File: config.mk
export PLATFORM = sky130hd
export DESIGN_NAME = decade_result_counter
export DESIGN_NICKNAME = d
export VERILOG_FILES = /design/src/rtl/dcnt_pkg.sv /design/src/rtl/dcnt_bcd_step.sv /design/src/rtl/dcnt_core.sv /design/src/rtl/dcnt_range.sv /design/src/rtl/dcnt_display.sv /design/src/rtl/decade_result_counter.sv
export SDC_FILE = /design/constraint.sdc
export NUM_CORES = 1
export LEC_CHECK = 0
export BUFFER_PORTS_ARGS = -buffer_cell sky130_fd_sc_hd__buf_2
export CELL_PAD_IN_SITES_DETAIL_PLACEMENT = 1
export CELL_PAD_IN_SITES_GLOBAL_PLACEMENT = 1
export CORE_ASPECT_RATIO = 0.6
export CORE_MARGIN = 3
export CORE_UTILIZATION = 50
export DETAILED_ROUTE_END_ITERATION = 7
export HOLD_SLACK_MARGIN = 0.06
export PLACE_DENSITY_LB_ADDON = 0.1
export SLEW_MARGIN = 10
export SYNTH_ARGS = -nofsm -noshare
export SYNTH_HDL_FRONTEND = slang
export SYNTH_SLANG_ARGS = --single-unit
File: constraint.sdc
create_clock -name clk -period 17.1 [get_ports clk]
set_clock_uncertainty 0.05 [all_clocks]
set_input_delay 4.275 -clock clk [delete_from_list [all_inputs] [get_ports clk]]
set_output_delay 4.275 -clock clk [all_outputs]
set_load 0.02 [all_outputs]
File: src/rtl/dcnt_pkg.sv
package dcnt_pkg;
  typedef enum logic [1:0] {
    MODE_RUN   = 2'b00,
    MODE_HOLD  = 2'b01,
    MODE_LIVE  = 2'b10,
    MODE_HOLDX = 2'b11
  } disp_mode_e;

  function automatic logic [3:0] nines(input logic [3:0] d);
    return 4'd9 - d;
  endfunction
endpackage

File: src/rtl/dcnt_bcd_step.sv
// One decade: adds or removes a single unit, reports carry / borrow out.
module dcnt_bcd_step (
  input  logic [3:0] d_i,
  input  logic       step_i,
  input  logic       up_i,
  output logic [3:0] q_o,
  output logic       carry_o
);
  always_comb begin
    q_o     = d_i;
    carry_o = 1'b0;
    if (step_i) begin
      if (up_i) begin
        if (d_i >= 4'd9) begin
          q_o     = 4'd0;
          carry_o = 1'b1;
        end else begin
          q_o = d_i + 4'd1;
        end
      end else begin
        if (d_i == 4'd0) begin
          q_o     = 4'd9;
          carry_o = 1'b1;
        end else begin
          q_o = d_i - 4'd1;
        end
      end
    end
  end
endmodule

File: src/rtl/dcnt_core.sv
// Signed-magnitude BCD accumulator with single-cycle ripple.
module dcnt_core #(
  parameter int NDIG = 6,
  parameter int SELW = 3
) (
  input  logic              clk,
  input  logic              rst_n,
  input  logic              clr_i,
  input  logic              en_i,
  input  logic              up_i,
  input  logic [SELW-1:0]   sel_i,
  input  logic              pol_i,
  output logic [4*NDIG-1:0] mag_o,
  output logic              sign_o
);
  localparam int W = 4*NDIG;

  logic [W-1:0]  mag_q, raw, comp;
  logic          sign_q;
  logic [NDIG:0] rip;
  logic [NDIG:0] crip;
  logic          sel_ok, en_eff, top_out;

  assign sel_ok = (32'(sel_i) < NDIG);
  assign en_eff = en_i & sel_ok;
  assign rip[0]  = 1'b0;
  assign crip[0] = 1'b1;

  for (genvar k = 0; k < NDIG; k++) begin : g_dec
    logic hit;
    assign hit = en_eff && (sel_i == SELW'(k));
    dcnt_bcd_step u_step (
      .d_i    (mag_q[4*k +: 4]),
      .step_i (hit | rip[k]),
      .up_i   (up_i),
      .q_o    (raw[4*k +: 4]),
      .carry_o(rip[k+1])
    );
    // ten's complement of raw: nines complement plus one
    dcnt_bcd_step u_cmp (
      .d_i    (dcnt_pkg::nines(raw[4*k +: 4])),
      .step_i (crip[k]),
      .up_i   (1'b1),
      .q_o    (comp[4*k +: 4]),
      .carry_o(crip[k+1])
    );
  end

  assign top_out = rip[NDIG];

  always_ff @(posedge clk or negedge rst_n) begin
    if (!rst_n) begin
      mag_q  <= '0;
      sign_q <= 1'b0;
    end else if (clr_i) begin
      mag_q  <= '0;
      sign_q <= pol_i;
    end else if (en_eff) begin
      if (top_out && up_i) begin
        mag_q <= {NDIG{4'd9}};
      end else if (top_out) begin
        mag_q  <= comp;
        sign_q <= ~sign_q;
      end else begin
        mag_q <= raw;
      end
    end
  end

  assign mag_o  = mag_q;
  assign sign_o = sign_q;
endmodule

File: src/rtl/dcnt_range.sv
// Magnitude compare against the overrange and underrange limits.
module dcnt_range #(
  parameter int NDIG      = 6,
  parameter int OVR_LIMIT = 19999,
  parameter int UND_LIMIT = 1000
) (
  input  logic [4*NDIG-1:0] mag_i,
  output logic              ovr_o,
  output logic              und_o
);
  logic [31:0] val;

  always_comb begin
    val = '0;
    for (int k = NDIG-1; k >= 0; k--) begin
      val = val * 32'd10 + {28'd0, mag_i[4*k +: 4]};
    end
  end

  assign ovr_o = (val > 32'(OVR_LIMIT));
  assign und_o = (val < 32'(UND_LIMIT));
endmodule

File: src/rtl/dcnt_display.sv
// Display register and flag latch under the run / hold / live modes.
module dcnt_display #(
  parameter int NDIG = 6
) (
  input  logic              clk,
  input  logic              rst_n,
  input  logic [1:0]        mode_i,
  input  logic              stb_i,
  input  logic [4*NDIG-1:0] mag_i,
  input  logic              sign_i,
  input  logic              ovr_i,
  input  logic              und_i,
  output logic [4*NDIG-1:0] disp_o,
  output logic              sign_o,
  output logic              ovr_o,
  output logic              und_o
);
  import dcnt_pkg::*;

  disp_mode_e mode;
  logic       take_val, take_flag;

  assign mode      = disp_mode_e'(mode_i);
  assign take_val  = ((mode == MODE_RUN) && stb_i) || (mode == MODE_LIVE);
  assign take_flag = stb_i && ((mode == MODE_RUN) || (mode == MODE_LIVE));

  always_ff @(posedge clk or negedge rst_n) begin
    if (!rst_n) begin
      disp_o <= '0;
      sign_o <= 1'b0;
      ovr_o  <= 1'b0;
      und_o  <= 1'b0;
    end else begin
      if (take_val) begin
        disp_o <= mag_i;
        sign_o <= sign_i;
      end
      if (take_flag) begin
        ovr_o <= ovr_i;
        und_o <= und_i;
      end
    end
  end
endmodule

File: src/rtl/decade_result_counter.sv
module decade_result_counter #(
  parameter int NDIG      = 6,
  parameter int SELW      = 3,
  parameter int OVR_LIMIT = 19999,
  parameter int UND_LIMIT = 1000
) (
  input  logic              clk,
  input  logic              rst_n,
  input  logic              clr_i,
  input  logic              cnt_en_i,
  input  logic              cnt_up_i,
  input  logic [SELW-1:0]   cnt_dec_i,
  input  logic              pol_neg_i,
  input  logic              latch_stb_i,
  input  logic [1:0]        disp_mode_i,
  output logic              disp_sign_o,
  output logic [4*NDIG-1:0] disp_bcd_o,
  output logic              over_o,
  output logic              under_o
);
  logic [4*NDIG-1:0] mag_q;
  logic              sign_q;
  logic              ovr_now, und_now;

  dcnt_core #(.NDIG(NDIG), .SELW(SELW)) u_core (
    .clk   (clk),
    .rst_n (rst_n),
    .clr_i (clr_i),
    .en_i  (cnt_en_i),
    .up_i  (cnt_up_i),
    .sel_i (cnt_dec_i),
    .pol_i (pol_neg_i),
    .mag_o (mag_q),
    .sign_o(sign_q)
  );

  dcnt_range #(.NDIG(NDIG), .OVR_LIMIT(OVR_LIMIT), .UND_LIMIT(UND_LIMIT)) u_range (
    .mag_i(mag_q),
    .ovr_o(ovr_now),
    .und_o(und_now)
  );

  dcnt_display #(.NDIG(NDIG)) u_disp (
    .clk   (clk),
    .rst_n (rst_n),
    .mode_i(disp_mode_i),
    .stb_i (latch_stb_i),
    .mag_i (mag_q),
    .sign_i(sign_q),
    .ovr_i (ovr_now),
    .und_i (und_now),
    .disp_o(disp_bcd_o),
    .sign_o(disp_sign_o),
    .ovr_o (over_o),
    .und_o (under_o)
  );
endmodule

Yosys cells after proc, flatten, opt, wreduce, memory -nomap -nowiden
Cells that the tools add are included.
{ "totals": {"reg_bits": 52, "out_inout_bits": 27} }
{ "classes": {"add_sub_neg": 29, "mul": 5, "order_cmp": 15, "eq_ne": 7, "n_mux": 76, "bitwise_logic": 7, "n_reduce_logical": 22} }
{ "op_table": {"columns": ["operator", "count"], "rows": [
  ["adder 32 x 4 -> 32 bit", 5],
  ["2-to-1 mux 4 bit", 35],
  ["multiplier 32 x 3 -> 31 bit, second input constant", 4],
  ["2-to-1 mux 24 bit", 4],
  ["adder 4 x 1 -> 4 bit, second input constant", 12],
  ["greater-or-equal comparator 4 bit, second input constant", 12],
  ["2-to-1 mux 1 bit", 37],
  ["greater-than comparator 32 x 15 -> 1 bit, second input constant", 1],
  ["less-than comparator 32 x 10 -> 1 bit, second input constant", 1],
  ["zero test 4 bit", 6],
  ["subtractor 4 x 1 -> 4 bit, second input constant", 6],
  ["subtractor 4 bit, first input constant", 6],
  ["logical AND 1 bit", 9],
  ["multiplier 4 x 3 -> 7 bit, second input constant", 1],
  ["== test 3 x 2 -> 1 bit, second input constant", 2],
  ["== test 3 bit, second input constant", 2],
  ["bitwise OR 1 bit", 5],
  ["nonzero test 2 bit", 2],
  ["== test 3 x 1 -> 1 bit, second input constant", 1],
  ["zero test 3 bit", 1],
  ["less-than comparator 3 bit, second input constant", 1],
  ["AND reduction 3 bit", 1],
  ["== test 2 bit, second input constant", 1],
  ["zero test 2 bit", 1],
  ["4 further kinds", 5]
]} }

Longest topological paths before layout
{ "depth": {"depth_word": 22, "ltp_mapped": 46, "mapped_depth_nobuf": 44} }

By module
Synthesis repeated with hierarchy kept, for this count alone.
{ "unflattened": {"cells_unflattened": 1406, "area_unflattened_um2": 11866.4} }
{ "by_module_without_submodules": {"columns": ["mod", "instances", "cells_each", "area_each_um2", "seq_area_each_um2"], "rows": [
  ["dcnt_range", 1, 759, 5784.3, 0.0],
  ["dcnt_bcd_step", 12, 38, 290.3, 0.0],
  ["dcnt_core", 1, 133, 1496.4, 625.6],
  ["dcnt_display", 1, 58, 1102.3, 675.6]
]} }

Worst setup path before layout
No wires, ideal clock.
{ "synth_path": {"kind": "reg-to-reg", "start": "register u_core.mag_q[21] (netlist: u_core.mag_o[21])", "end": "register u_disp.ovr_o", "t_arrival_ns": 9.588, "slack_ns": 7.338, "path_stages_with_launch": 39, "period_less_slack_ns": 9.762, "cell_sequence": "dfrtp_1 ha_1 ha_1 fa_1 xnor2_1 ha_1 ha_1 xnor2_1 or3b_2 nor3_1 xor2_1 ha_1 ha_1 nand2_1 o21ai_0 xor2_1 inv_1 nor3_1 (+3 left out) or3_1 nand2b_1 o21ai_0 xor2_1 nand4b_1 xor2_1 ha_1 ha_1 clkbuf_1 and3_1 a221o_1 nor3_1 nand3_1 nor3_1 mux2_2 o21ai_0 nand4_1 o31a_1"} }
{ "synth_via": {"elab_chain_cells": 11} }
{ "synth_lines": {"columns": ["item", "line", "source"], "rows": [
  ["start: declaration", "dcnt_core.sv:18", "logic [W-1:0] mag_q, raw, comp;"],
  ["start signal: assignment", "dcnt_core.sv:60", "mag_q <= {NDIG{4'd9}};"],
  ["start signal: assignment", "dcnt_core.sv:62", "mag_q <= comp;"],
  ["start signal: assignment", "dcnt_core.sv:65", "mag_q <= raw;"],
  ["multiplier 4 x 3 -> 7 bit", "dcnt_range.sv:16", "val = val * 32'd10 + {28'd0, mag_i[4*k +: 4]};"],
  ["adder 32 x 4 -> 32 bit", "dcnt_range.sv:16", null],
  ["multiplier 32 x 3 -> 31 bit", "dcnt_range.sv:16", null],
  ["adder 32 x 4 -> 32 bit", "dcnt_range.sv:16", null],
  ["multiplier 32 x 3 -> 31 bit", "dcnt_range.sv:16", null],
  ["adder 32 x 4 -> 32 bit", "dcnt_range.sv:16", null],
  ["multiplier 32 x 3 -> 31 bit", "dcnt_range.sv:16", null],
  ["adder 32 x 4 -> 32 bit", "dcnt_range.sv:16", null],
  ["multiplier 32 x 3 -> 31 bit", "dcnt_range.sv:16", null],
  ["adder 32 x 4 -> 32 bit", "dcnt_range.sv:16", null],
  ["greater-than comparator 32 x 15 -> 1 bit", "dcnt_range.sv:20", "assign ovr_o = (val > 32'(OVR_LIMIT));"],
  ["end signal: assignment", "dcnt_display.sv:39", "ovr_o <= ovr_i;"],
  ["end: declaration", "dcnt_display.sv:15", "output logic ovr_o,"]
]} }
No other way between the ends.
A chain may end at the register's enable or synchronous reset.

Final worst setup path
{ "layout_path": {"start": "register u_core.mag_q[23] (netlist: u_core.mag_o[23])", "end": "register u_disp.ovr_o"} }
Same word-level chain as after synthesis.

==> flow_results.org <==
** Clocking
- Hold bufs inserted after CTS :: 0
- The number of setup buffers added after CTS is 0.
- The clock passes through at most 2 buffers.
- TritonCTS built the clock tree.
- Buffers inserted during clock tree synthesis total 5.
- After clock tree synthesis, the clock-pin slew on the worst setup and hold paths is around 0.07 ns.
- Clk sink count :: 52
- The number of gates resized after CTS was 0.
- Number of H-tree levels :: 2
- The tree is rooted in a sky130_fd_sc_hd__clkbuf_16.
- The clock reaches the later pin of the worst-skew pair after ~0.31 ns.

** Synthesis
- Top flip-flop cell by instance count after synthesis :: sky130_fd_sc_hd__dfrtp_1
- Flops & latches, synth :: 52
- Post-synthesis mux area share :: 0.0281
- Of the total synthesized cell area, the portion taken by full adders, half adders and majority gates is 0.240.
- The synthesized netlist occupies a cell area of roughly 10,000 um2.
- Synthesized-area fraction occupied by ao, oa, aoi and oai cells :: 0.258
- Of the post-synthesis cell area, the dominant cell type holds 0.220.
- The cell count after synthesis came out at approximately 1,300.
- A synthesized cell averages 7.83 um2.
- Post-synthesis share of cell area spent on and, or, nand and nor gates :: 0.209
- Of the total synthesized cell area, the portion taken by XOR and XNOR cells is 0.0874.
- Yosys mapped a number of flops with a built-in enable equal to 0.
- Cell variety after synth :: 85
- During synthesis, Yosys emitted a total of 0 warnings.
- Yosys top cell by area :: sky130_fd_sc_hd__ha_1
- Biggest area contributors in the synthesized netlist :: sky130_fd_sc_hd__ha_1, sky130_fd_sc_hd__dfrtp_1, sky130_fd_sc_hd__o21ai_0
- Seq/Total Area, Yosys :: 0.127
- Combinational family with the most area after synthesis :: compound AO/OA/AOI/OAI gates
- Post-synthesis async set-or-reset flop share :: 1.00

** Critical path
- Counting stages on the worst path, the most repeated cell is sky130_fd_sc_hd__ha_1.
- The worst setup path is launched from a flip-flop.
- Req. time, crit path :: 17.25 ns
- Critical path's slowest cell :: sky130_fd_sc_hd__dfrtp_1
- Crit. End Element :: flip-flop
- Slowest Stage Delay on Critical Path :: about 0.59 ns
- Worst setup path category :: flip-flop to flip-flop
- Data arrival time of the worst path :: 11.50 ns
- In this run the worst path has a maximum fanout of 11.

** Layout
- Most common cell after layout, fill and taps aside :: sky130_fd_sc_hd__ha_1
- Share of the core filled with cells :: 0.555
- Combined flip-flop and latch cell area :: 1300 um2
- Summing all multi-input logic gate instances after layout gives 8430 um2.
- Fraction of layout instances using a drive strength above 1 :: 0.0702
- The layout has approximately 2,500 filler cells.
- Inserted Diodes :: 0
- Leaving out fill and tap cells, the most frequent cells in the layout are sky130_fd_sc_hd__ha_1, sky130_fd_sc_hd__nand2_1, sky130_fd_sc_hd__o21ai_0.
- Layout area overhead :: 5.90%
- In the final design database the tool counted between 1,500 and 2,000 nets.

** Timing
- The max-slew violation total from the final report was 0.
- Setup repair after global routing left no endpoint under its margin.
- Transition time at the pin with the least slew margin :: 1.18 ns
- Time the worst path needs with I/O delays and setup :: 11.35 ns
- Max-Slew Margin vs Limit :: 0.210
- Setup slack on the critical path of the routed design comes to 5.75 ns.
- The number of failing hold endpoints at the final stage was 0.
- Endpoints failing setup :: 0
- Portion of the clock cycle consumed by the worst path in the final layout :: 0.664
- Aggregate negative setup slack :: 0 ns
- Highest clock frequency the design can meet :: 0.0881 GHz

** Floorplanning
- The core region is 19,500 um2.
- Io pins :: 39
- Vertical extent of the die :: 117 um
- The die covers 22,300 um2.
- Starting Density :: 0.524
- Horizontal die dimension :: about 190 um
- Rows :: 39

** Route
- Number of iterations in the first detailed-routing pass :: 5
- Number of nets still failing antenna checks after routing :: 0
- Wire length reported by the detailed router :: around 31,000 um
- After the first detailed-routing iteration, the DRC count stood at 724.
- Post-route DRC :: 0
- Via count :: around 10,000
- After detailed routing, the average wire length per cell comes to between 15 and 20 um.
- Dividing the detail-routed via count by the number of cells gives 6.31.

** Placement
- In this run the tool buffered the top-level ports with 38 buffer cells.
- Worst-case setup slack after placement :: between 5 and 6 ns
- After legalization and detailed placement, the total HPWL measured about 25,000 um.
- The congestion estimate from routability-driven global placement came to about 0.93.

** Global routing
- For this run, the total global-route usage over all layers was measured as 0.277.
- Antenna violations before repair :: 0
- Maximum number of pins on one net before global-route repair :: 53
- Via count of the first global-routing pass :: 9,774
- Total gr overflow :: 0
- The first global-routing pass estimated 50,900 um of wire.

** Status
- Run status :: finished, final reports clean

** Power
- In this run the static leakage power is 5.19 nW.
- Across the VDD grid, the largest voltage drop is roughly 0.000076 V.
- PwrDens :: 92.1 nW/um2

** Flow run
- Max-cap check violation count :: 0

** Worst hold path
- Hold Crit Class :: flip-flop to flip-flop
[registers in the layout, indices dropped and copies added (netlist names)]
register       count
u_core.mag_o      24
u_core.sign_o      1
u_disp.disp_o     24
u_disp.ovr_o       1
u_disp.sign_o      1
u_disp.und_o       1
[routing by layer]
metal | GRT usage | share of wire
met1 | 0.435 | 0.53
met2 | 0.411 | 0.40
met3 | 0.0473 | 0.069
met4 | 0.0210 | 0.0047
met5 | 0 | 0
[final cells by class]
| type | count | share of cell area |
|---|---|---|
| repair buffers | 48 | 0.0245 |
| well taps | 266 | 0.0307 |
| flip-flops and latches | 52 | 0.120 |
| inverters | 97 | 0.0336 |
| clock buffers | 6 | 0.0119 |
| clock inverters | 1 | 0.000462 |
| multi-input cells | 1120 | 0.779 |
[power breakdown]
group | switching (mW) | total (mW) | internal (mW)
Combinational | 0.477 | 0.758 | 0.281
Sequential | 0.00767 | 0.135 | 0.127
Clock | 0.0504 | 0.104 | 0.0536
[critical path, delay by kind of cell (launching register included)]
| family | cells | cell delay [ns] |
|---|---|---|
| fa+ha+maj | 11 | 3.69 |
| simple gates | 10 | 3.25 |
| compound gates | 7 | 1.63 |
| xor+xnor | 6 | 1.50 |
| flops | 1 | 0.59 |
| mux | 2 | 0.52 |
[cell usage after synthesis, drive strengths merged, types with 9 or more instances]
| cell type | instances |
|---|---|
| nor3b | 11 |
| or3 | 16 |
| fa | 10 |
| a31oi | 19 |
| nand2b | 14 |
| nor2 | 78 |
| inv | 97 |
| o211ai | 13 |
| mux2i | 13 |
| mux2 | 12 |
| xnor2 | 58 |
| o21bai | 9 |
| o31ai | 9 |
| and3 | 21 |
| nand3 | 36 |
| a22o | 10 |
| o21ai | 111 |
| nand3b | 9 |
| nor2b | 18 |
| a21oi | 68 |
| nand2 | 109 |
| xor2 | 44 |
| o21a | 12 |
| nor3 | 42 |
| ha | 180 |
| nor4 | 10 |
| clkbuf | 31 |
| dfrtp | 52 |
| a21o | 26 |
| a211oi | 20 |
| nor4b | 9 |
[logic make-up (layout without fill, tap and decap cells)]
| group | Yosys count | in the layout |
|---|---|---|
| muxes | 26 | 26 |
| and+or+nand+nor | 413 | 413 |
| DFF | 52 | 52 |
| other | 1 | 3 |
| AOI/OAI and AO/OA | 386 | 386 |
| buffers and inverters | 136 | 152 |
| adders and majority gates | 190 | 190 |
| xor gates and xnor gates | 102 | 102 |
[stage by stage]
stage	std cells	cell area, um2	power (mW)	hold WS [ns]
6_report	1590	10800	0.997	0.424
5_1_grt	1590	10800	1.09	0.446
4_1_cts	1590	10800	0.985	0.433
3_5_place_dp	1583	10700	0.872	0.417
3_3_place_gp	1583	10700	0.838	0.408
2_1_floorplan	1308	10200	0.696	0.452
[final timing paths]
check / from / end / slack, ns / cells after the start
max reg2reg: u_core.mag_o[23]$_DFFE_PN0P_ / u_disp.ovr_o$_DFFE_PN0P_ / 5.75 / 36
min: u_disp.disp_o[9]$_DFFE_PN0P_ / u_disp.disp_o[9]$_DFFE_PN0P_ / 0.42 / 2
max: u_core.mag_o[23]$_DFFE_PN0P_ / u_disp.ovr_o$_DFFE_PN0P_ / 5.75 / 36
max in group asynchronous: rst_n / u_disp.disp_o[14]$_DFFE_PN0P_ / 12.44 / 2
min in group asynchronous: rst_n / u_core.mag_o[3]$_DFFE_PN0P_ / 4.04 / 2
min reg2reg: u_disp.disp_o[9]$_DFFE_PN0P_ / u_disp.disp_o[9]$_DFFE_PN0P_ / 0.42 / 2
(Power assumes the default switching activity.)
